File: src/rtl/jtag_tap_pkg.sv
package jtag_tap_pkg;
  localparam int IR_W = 5;
  localparam int ID_W = 32;

  typedef enum logic [3:0] {
    TS_RESET, TS_IDLE,
    TS_SEL_DR, TS_CAP_DR, TS_SH_DR, TS_EX1_DR, TS_PAU_DR, TS_EX2_DR, TS_UPD_DR,
    TS_SEL_IR, TS_CAP_IR, TS_SH_IR, TS_EX1_IR, TS_PAU_IR, TS_EX2_IR, TS_UPD_IR
  } tap_state_e;

  typedef enum logic [1:0] {SEL_BYPASS, SEL_ID, SEL_BOUNDARY} dr_sel_e;

  localparam logic [IR_W-1:0] OP_EXTEST  = 5'b00000;
  localparam logic [IR_W-1:0] OP_IDCODE  = 5'b00001;
  localparam logic [IR_W-1:0] OP_SAMPLE  = 5'b00010;
  localparam logic [IR_W-1:0] IR_CAPTURE = 5'b00001;
endpackage

File: src/rtl/tap_fsm.sv
module tap_fsm
  import jtag_tap_pkg::*;
(
  input  logic       tck,
  input  logic       trst_n,
  input  logic       tms,
  output tap_state_e state
);
  tap_state_e nxt;

  always_comb begin
    nxt = state;
    unique case (state)
      TS_RESET:  nxt = tms ? TS_RESET  : TS_IDLE;
      TS_IDLE:   nxt = tms ? TS_SEL_DR : TS_IDLE;
      TS_SEL_DR: nxt = tms ? TS_SEL_IR : TS_CAP_DR;
      TS_CAP_DR: nxt = tms ? TS_EX1_DR : TS_SH_DR;
      TS_SH_DR:  nxt = tms ? TS_EX1_DR : TS_SH_DR;
      TS_EX1_DR: nxt = tms ? TS_UPD_DR : TS_PAU_DR;
      TS_PAU_DR: nxt = tms ? TS_EX2_DR : TS_PAU_DR;
      TS_EX2_DR: nxt = tms ? TS_UPD_DR : TS_SH_DR;
      TS_UPD_DR: nxt = tms ? TS_SEL_DR : TS_IDLE;
      TS_SEL_IR: nxt = tms ? TS_RESET  : TS_CAP_IR;
      TS_CAP_IR: nxt = tms ? TS_EX1_IR : TS_SH_IR;
      TS_SH_IR:  nxt = tms ? TS_EX1_IR : TS_SH_IR;
      TS_EX1_IR: nxt = tms ? TS_UPD_IR : TS_PAU_IR;
      TS_PAU_IR: nxt = tms ? TS_EX2_IR : TS_PAU_IR;
      TS_EX2_IR: nxt = tms ? TS_UPD_IR : TS_SH_IR;
      TS_UPD_IR: nxt = tms ? TS_SEL_DR : TS_IDLE;
      default:   nxt = TS_RESET;
    endcase
  end

  always_ff @(posedge tck or negedge trst_n)
    if (!trst_n) state <= TS_RESET;
    else         state <= nxt;
endmodule

File: src/rtl/tap_ir.sv
module tap_ir
  import jtag_tap_pkg::*;
(
  input  logic       tck,
  input  logic       trst_n,
  input  tap_state_e state,
  input  logic       tdi,
  output logic       ir_so,
  output dr_sel_e    sel,
  output logic       extest
);
  logic [IR_W-1:0] sr_q;
  logic [IR_W-1:0] ir_q;

  // shift stage: rising edge
  always_ff @(posedge tck or negedge trst_n)
    if (!trst_n) sr_q <= IR_CAPTURE;
    else if (state == TS_CAP_IR) sr_q <= IR_CAPTURE;
    else if (state == TS_SH_IR)  sr_q <= {tdi, sr_q[IR_W-1:1]};

  // update stage: falling edge only
  always_ff @(negedge tck or negedge trst_n)
    if (!trst_n) ir_q <= OP_IDCODE;
    else if (state == TS_RESET)  ir_q <= OP_IDCODE;
    else if (state == TS_UPD_IR) ir_q <= sr_q;

  assign ir_so = sr_q[0];

  always_comb begin
    sel    = SEL_BYPASS;
    extest = 1'b0;
    case (ir_q)
      OP_EXTEST: begin sel = SEL_BOUNDARY; extest = 1'b1; end
      OP_SAMPLE: sel = SEL_BOUNDARY;
      OP_IDCODE: sel = SEL_ID;
      default:   sel = SEL_BYPASS;
    endcase
  end
endmodule

File: src/rtl/tap_dr.sv
module tap_dr
  import jtag_tap_pkg::*;
#(
  parameter logic [ID_W-1:0] ID_WORD = 32'h1
) (
  input  logic       tck,
  input  logic       trst_n,
  input  tap_state_e state,
  input  dr_sel_e    sel,
  input  logic       tdi,
  input  logic       bsr_so,
  output logic       dr_so
);
  logic            byp_q;
  logic [ID_W-1:0] id_q;

  always_ff @(posedge tck or negedge trst_n)
    if (!trst_n) begin
      byp_q <= 1'b0;
      id_q  <= ID_WORD;
    end else begin
      case (state)
        TS_CAP_DR: begin
          byp_q <= 1'b0;
          if (sel == SEL_ID) id_q <= ID_WORD;
        end
        TS_SH_DR: begin
          byp_q <= tdi;
          if (sel == SEL_ID) id_q <= {tdi, id_q[ID_W-1:1]};
        end
        default: ;
      endcase
    end

  always_comb
    case (sel)
      SEL_ID:       dr_so = id_q[0];
      SEL_BOUNDARY: dr_so = bsr_so;
      default:      dr_so = byp_q;
    endcase
endmodule

File: src/rtl/jtag_tap_ctrl.sv
module jtag_tap_ctrl
  import jtag_tap_pkg::*;
#(
  parameter logic [3:0]  ID_VERSION = 4'h3,
  parameter logic [15:0] ID_PART    = 16'h6410,
  parameter logic [10:0] ID_MAKER   = 11'h020
) (
  input  logic tck,
  input  logic trst_n,
  input  logic tms,
  input  logic tdi,
  input  logic bsr_so,
  output logic tdo,
  output logic tdo_oe,
  output logic dr_capture,
  output logic dr_shift,
  output logic dr_update,
  output logic extest_on,
  output logic bsr_sel
);
  localparam logic [ID_W-1:0] ID_WORD = {ID_VERSION, ID_PART, ID_MAKER, 1'b1};

  tap_state_e state;
  dr_sel_e    sel;
  logic       ir_so, dr_so, extest;
  logic       tdo_q, oe_q;

  tap_fsm u_fsm (.tck(tck), .trst_n(trst_n), .tms(tms), .state(state));

  tap_ir u_ir (.tck(tck), .trst_n(trst_n), .state(state), .tdi(tdi),
               .ir_so(ir_so), .sel(sel), .extest(extest));

  tap_dr #(.ID_WORD(ID_WORD)) u_dr (.tck(tck), .trst_n(trst_n), .state(state),
               .sel(sel), .tdi(tdi), .bsr_so(bsr_so), .dr_so(dr_so));

  always_ff @(negedge tck or negedge trst_n)
    if (!trst_n) begin
      tdo_q <= 1'b0;
      oe_q  <= 1'b0;
    end else begin
      oe_q  <= (state == TS_SH_IR) || (state == TS_SH_DR);
      tdo_q <= (state == TS_SH_IR) ? ir_so : dr_so;
    end

  assign tdo        = tdo_q;
  assign tdo_oe     = oe_q;
  assign dr_capture = (state == TS_CAP_DR);
  assign dr_shift   = (state == TS_SH_DR);
  assign dr_update  = (state == TS_UPD_DR);
  assign extest_on  = extest;
  assign bsr_sel    = (sel == SEL_BOUNDARY);
endmodule

File: config.mk
export PLATFORM = sky130hd
export DESIGN_NAME = jtag_tap_ctrl
export DESIGN_NICKNAME = d
export VERILOG_FILES = /design/src/rtl/jtag_tap_pkg.sv /design/src/rtl/tap_fsm.sv /design/src/rtl/tap_ir.sv /design/src/rtl/tap_dr.sv /design/src/rtl/jtag_tap_ctrl.sv
export SDC_FILE = /design/constraint.sdc
export NUM_CORES = 1
export LEC_CHECK = 0
export ABC_CLOCK_PERIOD_IN_PS = 4300
export BUFFER_PORTS_ARGS = -buffer_cell sky130_fd_sc_hd__buf_2
export CELL_PAD_IN_SITES_DETAIL_PLACEMENT = 1
export CELL_PAD_IN_SITES_GLOBAL_PLACEMENT = 1
export CORE_ASPECT_RATIO = 0.7
export CORE_MARGIN = 2
export CORE_UTILIZATION = 52
export DETAILED_ROUTE_END_ITERATION = 8
export PLACE_DENSITY_LB_ADDON = 0.1
export RECOVER_POWER = 25
export SYNTH_ARGS = -nofsm -noshare
export SYNTH_HDL_FRONTEND = slang
export SYNTH_HIERARCHICAL = 1
export SYNTH_SLANG_ARGS = --single-unit
File: constraint.sdc
create_clock -name tck -period 4.3 [get_ports tck]
set_clock_uncertainty 0.15 [all_clocks]
set_input_delay 0.86 -clock tck [delete_from_list [all_inputs] [get_ports tck]]
set_output_delay 0.86 -clock tck [all_outputs]
set_load 0.02 [all_outputs]
==> results of run 1 <==
final cells by class:
| cell class | count | area, um2 | share of cell area, % |
|---|---|---|---|
| Clock buffer | 5 | 68.82 | 2.525 |
| Clock inverter | 4 | 23.77 | 0.8724 |
| Inverter | 6 | 22.52 | 0.8264 |
| Multi-Input combinational cell | 121 | 908.4 | 33.33 |
| Sequential cell | 49 | 1239 | 45.45 |
| Tap cell | 52 | 65.06 | 2.388 |
| Timing Repair Buffer | 40 | 397.9 | 14.60 |
synthesized netlist by cell type (2+ instances only):
cell type | number | area (um2)
dfrtp_1 | 33 | 825.8
a22o_1 | 24 | 210.2
nand2_1 | 12 | 45.04
a21oi_1 | 11 | 55.05
dfstp_2 | 10 | 262.8
o22a_1 | 9 | 78.83
o21ai_0 | 8 | 40.04
inv_1 | 7 | 26.28
dfrtn_1 | 6 | 150.1
nor2_1 | 6 | 22.52
nor3_1 | 5 | 25.02
o22ai_1 | 5 | 31.28
buf_2 | 3 | 15.01
buf_6 | 3 | 33.78
nand2b_1 | 3 | 18.77
and2b_2 | 2 | 17.52
and3_1 | 2 | 12.51
buf_4 | 2 | 15.01
ha_1 | 2 | 25.02
nand3b_1 | 2 | 15.01
nor3b_1 | 2 | 15.01
nor4b_1 | 2 | 17.52
o21a_1 | 2 | 15.01
or2_1 | 2 | 12.51
through the flow:
step,instances,worst slack [ns]
2_1_floorplan,186,0.006259
3_3_place_gp,251,-0.09595
3_5_place_dp,251,-0.2118
4_1_cts,274,-0.3496
5_1_grt,277,-0.3835
6_report,277,-0.3557
placed cells by master (no fill, tap or decap), types with 8 or more instances in the layout:
master	instances
dfrtp_1	33
nand2_1	12
a21oi_1	11
buf_4	21
o22a_1	9
buf_2	8
dfstp_2	10
o21ai_0	8
a22o_1	24
power groups by stage:
stage | combinational (mW) | sequential (mW) | clock (mW)
CTS | 1.36 | 0.833 | 0.280
global route | 1.63 | 0.873 | 0.309
floorplan | 0.670 | 0.807 | 0.00291
finish | 1.55 | 0.856 | 0.285
global placement | 0.855 | 0.812 | 0.00291
detailed placement | 0.925 | 0.835 | 0.00291
timing repair:
| item | 4_1_cts | 5_1_grt |
|---|---|---|
| buffers inserted | 12 | 4 |
| resized for setup | 17 | 6 |
| endpoints found under the setup margin | 34 | 34 |
| cloned | 4 | 0 |
| pin swaps | 5 | 2 |
| hold endpoints to repair | 0 | 0 |
| hold buffers | 0 | 0 |
per-layer routing:
metal / share of wire [%] / wire [um] / track usage (%)
met1: 42 / 2992 / 44.87
met2: 47 / 3321 / 49.41
met3: 6.2 / 442 / 7.321
met4: 4.6 / 324 / 18.64
met5: 0 / 0 / 0
state kept, by name (all words and copies together) (netlist names):
signal and flops:
u_ir/sr_q 5, tdo_oe 1, u_ir/ir_q 5, u_dr/id_q 32
u_dr/byp_q 1, u_fsm/state 4, tdo 1
kinds of logic after synthesis:
kind of cell | after synthesis
AO/OA/AOI/OAI | 67
AND/OR/NAND/NOR | 50
multiplexers | 1
buffers and inverters | 17
adder cells (fa/ha/maj) | 2
flip-flops | 49
path summary, 6_finish.rpt:
check	to	slack [ns]
setup / recovery	bsr_sel	-0.36
hold / removal	u_dr/id_q[21]$_DFFE_PN0P_	0.37
setup reg to reg	u_dr/id_q[23]$_DFFE_PN0P_	-0.19
hold reg to reg	u_dr/id_q[21]$_DFFE_PN0P_	0.37
max in group asynchronous	tdo_oe$_DFF_NN0_	0.40
min in group asynchronous	u_dr/id_q[11]$_DFFE_PN0P_	0.70
==> results.json, run 1 <==
{
  "status": "complete, but fails checks",
  "violations": "negative setup slack",
  "swShare_pct": 42.45,
  "ir_worst_vdd_mv": 0.5136,
  "synth_compound_area_share_pct": 22.84,
  "clk_latency_ns": 0.38,
  "start_kind": "flip-flop",
  "via_per_inst": 6.733,
  "muxShareOfSynthArea_pct": 0.5178,
  "synth_top_family_by_area": "compound AO/OA/AOI/OAI gates",
  "die_area_um2": 4723,
  "grt_pass1_wl_um": 11210,
  "p_seq_share_pct": 31.8,
  "cp_slowest_cell": "or3_4",
  "antenna_cells": 0,
  "fill_cells": 404,
  "num_rows": 19,
  "utilization_pct": 68.64,
  "r2r.worst_path.cells": 9,
  "power_frac_comb_pct": 57.7,
  "synth_top_flop_cell": "dfrtp_1",
  "numCtsBuffers": 5,
  "slew_violations": 0,
  "min-delay-start": "u_dr/id_q[21]$_DFFE_PN0P_",
  "worst_setup_path_end_kind": "output pin",
  "postPlaceCellArea_um2": 2321,
  "netlist_area_um2": 2175,
  "initial_utilization_pct": 54.77,
  "setup_ws_ns": -0.3557,
  "cp_max_fo": 2,
  "dp_hpwl_um": 3301,
  "synth_xor_area_share_pct": 0,
  "drt.antenna.violating_nets": 0,
  "synthCells": 186,
  "cts_root_buf": "clkbuf_8",
  "worst_ep_required_time_ns": 3.29,
  "clkTransAtPathRegs_ns": 0.09,
  "drt-initial-drc-count": 120,
  "rsz0062_at_grt": "yes",
  "drive_gt1_share_pct": 33.78,
  "cp_num_cells": 4,
  "startpoint": "u_ir/ir_q[3]$_DFFE_NN0P_",
  "cts_buffer_depth": 2,
  "nNetsFinal": 231,
  "dr.pass1.iters": 4,
  "path_buf_inv": 1,
  "setup_viol": 34,
  "power_density_nw_per_um2": 989.5,
  "synthSimpleGateAreaFrac_pct": 13.58,
  "hold_viol": 0,
  "crit_type": "reg -> out",
  "avgRoutedWirePerCell_um": 25.56,
  "ys_types": 47,
  "boundaryPins": 12,
  "synthAdderAreaFrac_pct": 1.151,
  "core_area_um2": 3970,
  "gr-total-overflow": 0,
  "grt_max_degree": 26,
  "critPathTopFamily": "simple AND/OR/NAND/NOR gates",
  "max_cap_violations": 0,
  "io_buffer_count": 11,
  "ys_warn_count": 6,
  "async_flop_share_pct": 100.0,
  "cp.arrival_ns": 3.65,
  "total_power_mw": 2.696,
  "synth_edf_count": 0,
  "vias": 1865,
  "ys_ff_latch": 49,
  "cts_tree": "done",
  "grt_usage_pct": 33.06,
  "p_switching_mw": 1.145,
  "hold-worst-slack_ns": 0.3709,
  "hold_path_class": "reg -> reg",
  "worst_slew_pin_slew_ns": 1.417,
  "power.internal_mw": 1.552,
  "fp.dieW_um": 81.29,
  "hold_depth": 1,
  "wl_um": 7081,
  "h-tree-depth": 2,
  "critPathMaxStageDelay_ns": 0.41,
  "fin_setup_tns_ns": -4.866,
  "final_area_um2": 2725,
  "syn2layout_area_growth_pct": 25.32,
  "maxSlewHeadroom_pct": 5.538,
  "clockPowerShare_pct": 10.6,
  "drc": 0,
  "ys_seq_area_share_pct": 56.96,
  "clock-sinks": 49,
  "syn-num-nets": 193,
  "power_leakage_nw": 1.257,
  "r2r_start": "u_ir/ir_q[3]$_DFFE_NN0P_",
  "fp.dieH_um": 58.11,
  "grt_pass1_vias": 1983,
  "place_congestion": 0.7813,
  "avgSynthCellArea_um2": 11.69,
  "crit_chain": "or3_4, nor3_4, nor2b_2, buf_6",
  "antenna_found_initial": 0
}
Power figures use the tool's default switching activity.
==> run 2: changes to the inputs <==
ABC_CLOCK_PERIOD_IN_PS = 4570   (was 4300)
CELL_PAD_IN_SITES_DETAIL_PLACEMENT = 0   (was 1)
CELL_PAD_IN_SITES_GLOBAL_PLACEMENT = 2   (was 1)
CORE_UTILIZATION = 41   (was 52)
clock period = 4.57 ns   (was 4.3 ns; I/O delays follow)
==> results.json, run 2 (same netlist as run 1, synthesis figures left out) <==
{
  "nNetsFinal": 213,
  "setup_ws_ns": -0.2428,
  "clkTransAtPathRegs_ns": 0.08,
  "boundaryPins": 12,
  "hold_viol": 0,
  "clockPowerShare_pct": 15.7,
  "r2r.worst_path.cells": 8,
  "avgRoutedWirePerCell_um": 15.63,
  "grt_use_met3_pct": 4.186,
  "r2r-end": "u_dr/id_q[4]$_DFFE_PN0P_",
  "via_per_inst": 5.441,
  "grt_max_degree": 33,
  "swShare_pct": 38.46,
  "gr-total-overflow": 0,
  "antenna_cells": 0,
  "hold_depth": 1,
  "grt_pass1_vias": 1457,
  "initial_utilization_pct": 42.02,
  "cts_root_buf": "clkbuf_8",
  "fp.dieW_um": 91.05,
  "fp.dieH_um": 64.93,
  "power_leakage_nw": 1.130,
  "worst_ep_required_time_ns": 3.51,
  "r2r_start": "u_ir/ir_q[3]$_DFFE_NN0P_",
  "io_buffer_count": 11,
  "p_switching_uw": 786.1,
  "antenna_found_initial": 0,
  "gr-usage-met1_pct": 22.92,
  "cts_buffer_depth": 2,
  "cp_max_fo": 3,
  "power_density_nw_per_um2": 811.9,
  "violations": "max-capacitance violations, max-slew violations, negative setup slack",
  "maxSlewHeadroom_pct": -9.543,
  "gr-usage-met2_pct": 22.78,
  "cp.arrival_ns": 3.75,
  "fin_setup_tns_ns": -0.4135,
  "power_frac_comb_pct": 45.9,
  "vias": 1518,
  "power.internal_mw": 1.258,
  "holdBufCountCts": 0,
  "die_area_um2": 5912,
  "setup_viol": 2,
  "largest_reg_flops": 32,
  "top_regs": "u_dr/id_q: 32 flops, u_ir/ir_q: 5 flops, u_ir/sr_q: 5 flops",
  "whs_endpoint": "u_dr/id_q[27]$_DFFE_PN0P_",
  "crit_type": "reg -> out",
  "total_power_mw": 2.044,
  "syn2layout_area_growth_pct": 15.77,
  "clk_latency_ns": 0.35,
  "worst_setup_path_end_kind": "output pin",
  "dp_hpwl_um": 2713,
  "clock-sinks": 49,
  "core_area_um2": 5175,
  "dr.pass1.iters": 4,
  "h-tree-depth": 2,
  "grt_pass1_wl_um": 7189,
  "worst_slew_pin_slew_ns": 1.643,
  "utilization_pct": 48.65,
  "min-delay-start": "u_dr/id_q[27]$_DFFE_PN0P_",
  "grt_usage_pct": 15.72,
  "place_congestion": 0.8156,
  "regMostFlops": "u_dr/id_q",
  "layout_common_cells": "33 x dfrtp_1, 24 x a22o_1, 12 x nand2_1",
  "layout_commonest_cell": "dfrtp_1",
  "reg2reg_setup_slack_ns": 0.08,
  "slew_violations": 33,
  "ir_worst_vdd_mv": 0.2585,
  "status": "complete, but fails checks",
  "num_rows": 22,
  "max_cap_violations": 1,
  "cts_tree": "done",
  "p_seq_share_pct": 38.4,
  "drc": 0,
  "drt-initial-drc-count": 88,
  "start_kind": "flip-flop",
  "drive_gt1_share_pct": 25.60,
  "wl_um": 4362,
  "rsz0062_at_grt": "yes",
  "drt.antenna.violating_nets": 0,
  "busiest_layer": "met1",
  "hold_path_class": "reg -> reg",
  "numCtsBuffers": 5
}
## run 2: changes by cell type in the layout (fill, tap and decap cells not counted), moves of 2 or more
| cell | change |
|---|---|
| buf_12 | -3 |
| buf_16 | -3 |
| buf_4 | -12 |
| buf_6 | -2 |
## run 2: cell type report
| class | count | area [um2] |
|---|---|---|
| timing repair buffer | 22 | 151.4 |
| inverter | 6 | 22.52 |
| fill | 478 | 2658 |
| tap | 72 | 90.09 |
| clock buffer | 6 | 82.58 |
| clock inverter | 3 | 41.29 |
| sequential | 49 | 1239 |
| multi-input combinational | 121 | 890.9 |
## run 2: worst max-delay path by stage
stage	start	endpoint	cells past startpoint
global route	u_ir/ir_q[3]$_DFFE_NN0P_	bsr_sel	4
global placement	u_ir/ir_q[3]$_DFFE_NN0P_	u_dr/id_q[20]$_DFFE_PN0P_	7
finish	u_ir/ir_q[3]$_DFFE_NN0P_	bsr_sel	4
CTS	u_ir/ir_q[3]$_DFFE_NN0P_	bsr_sel	4
floorplan	u_ir/ir_q[1]$_DFFE_NN0P_	extest_on	2
detailed placement	u_ir/ir_q[3]$_DFFE_NN0P_	u_dr/id_q[24]$_DFFE_PN0P_	7
## run 2: power groups by stage
stage | Sequential [mW] | Combinational [mW] | Clock (mW)
after detailed placement | 0.777 | 0.804 | 0.00274
after global routing | 0.811 | 1.05 | 0.355
after global placement | 0.772 | 0.781 | 0.00274
final | 0.784 | 0.939 | 0.321
after floorplan | 0.758 | 0.627 | 0.00274
after CTS | 0.773 | 0.832 | 0.334
## run 2: layer usage
| layer | share of wire [%] | vias to the layer above |
|---|---|---|
| met5 | 0 | - |
| met4 | 1.0 | 0 |
| met3 | 3.7 | 6 |
| met2 | 43 | 29 |
| met1 | 52 | 753 |
| li1 | - | 730 |
## run 2: what timing repair did
action / 4_1_cts / 5_1_grt
resized for setup: 4 / 9
setup buffers: 1 / 3
gates cloned: 0 / 1
pin swaps: 1 / 2
setup endpoints to repair: 29 / 34
## run 2: metrics by stage
step	setup WS [ns]	std cells	hold slack, ns	area [um2]
after global placement	0.01026	266	0.3278	2303
after global routing	-0.2817	279	0.3727	2517
final	-0.2428	279	0.3571	2517
after floorplan	0.04231	186	0.3088	2175
after CTS	-0.2249	275	0.3568	2449
after detailed placement	-0.04891	266	0.3323	2303
## run 2: critical path, cell delays in order (launching register included)
cell,delay (ns)
dfrtn_1,0.38
or3_4,0.42
nor3_4,0.14
nor2b_1,0.06
buf_2,0.16
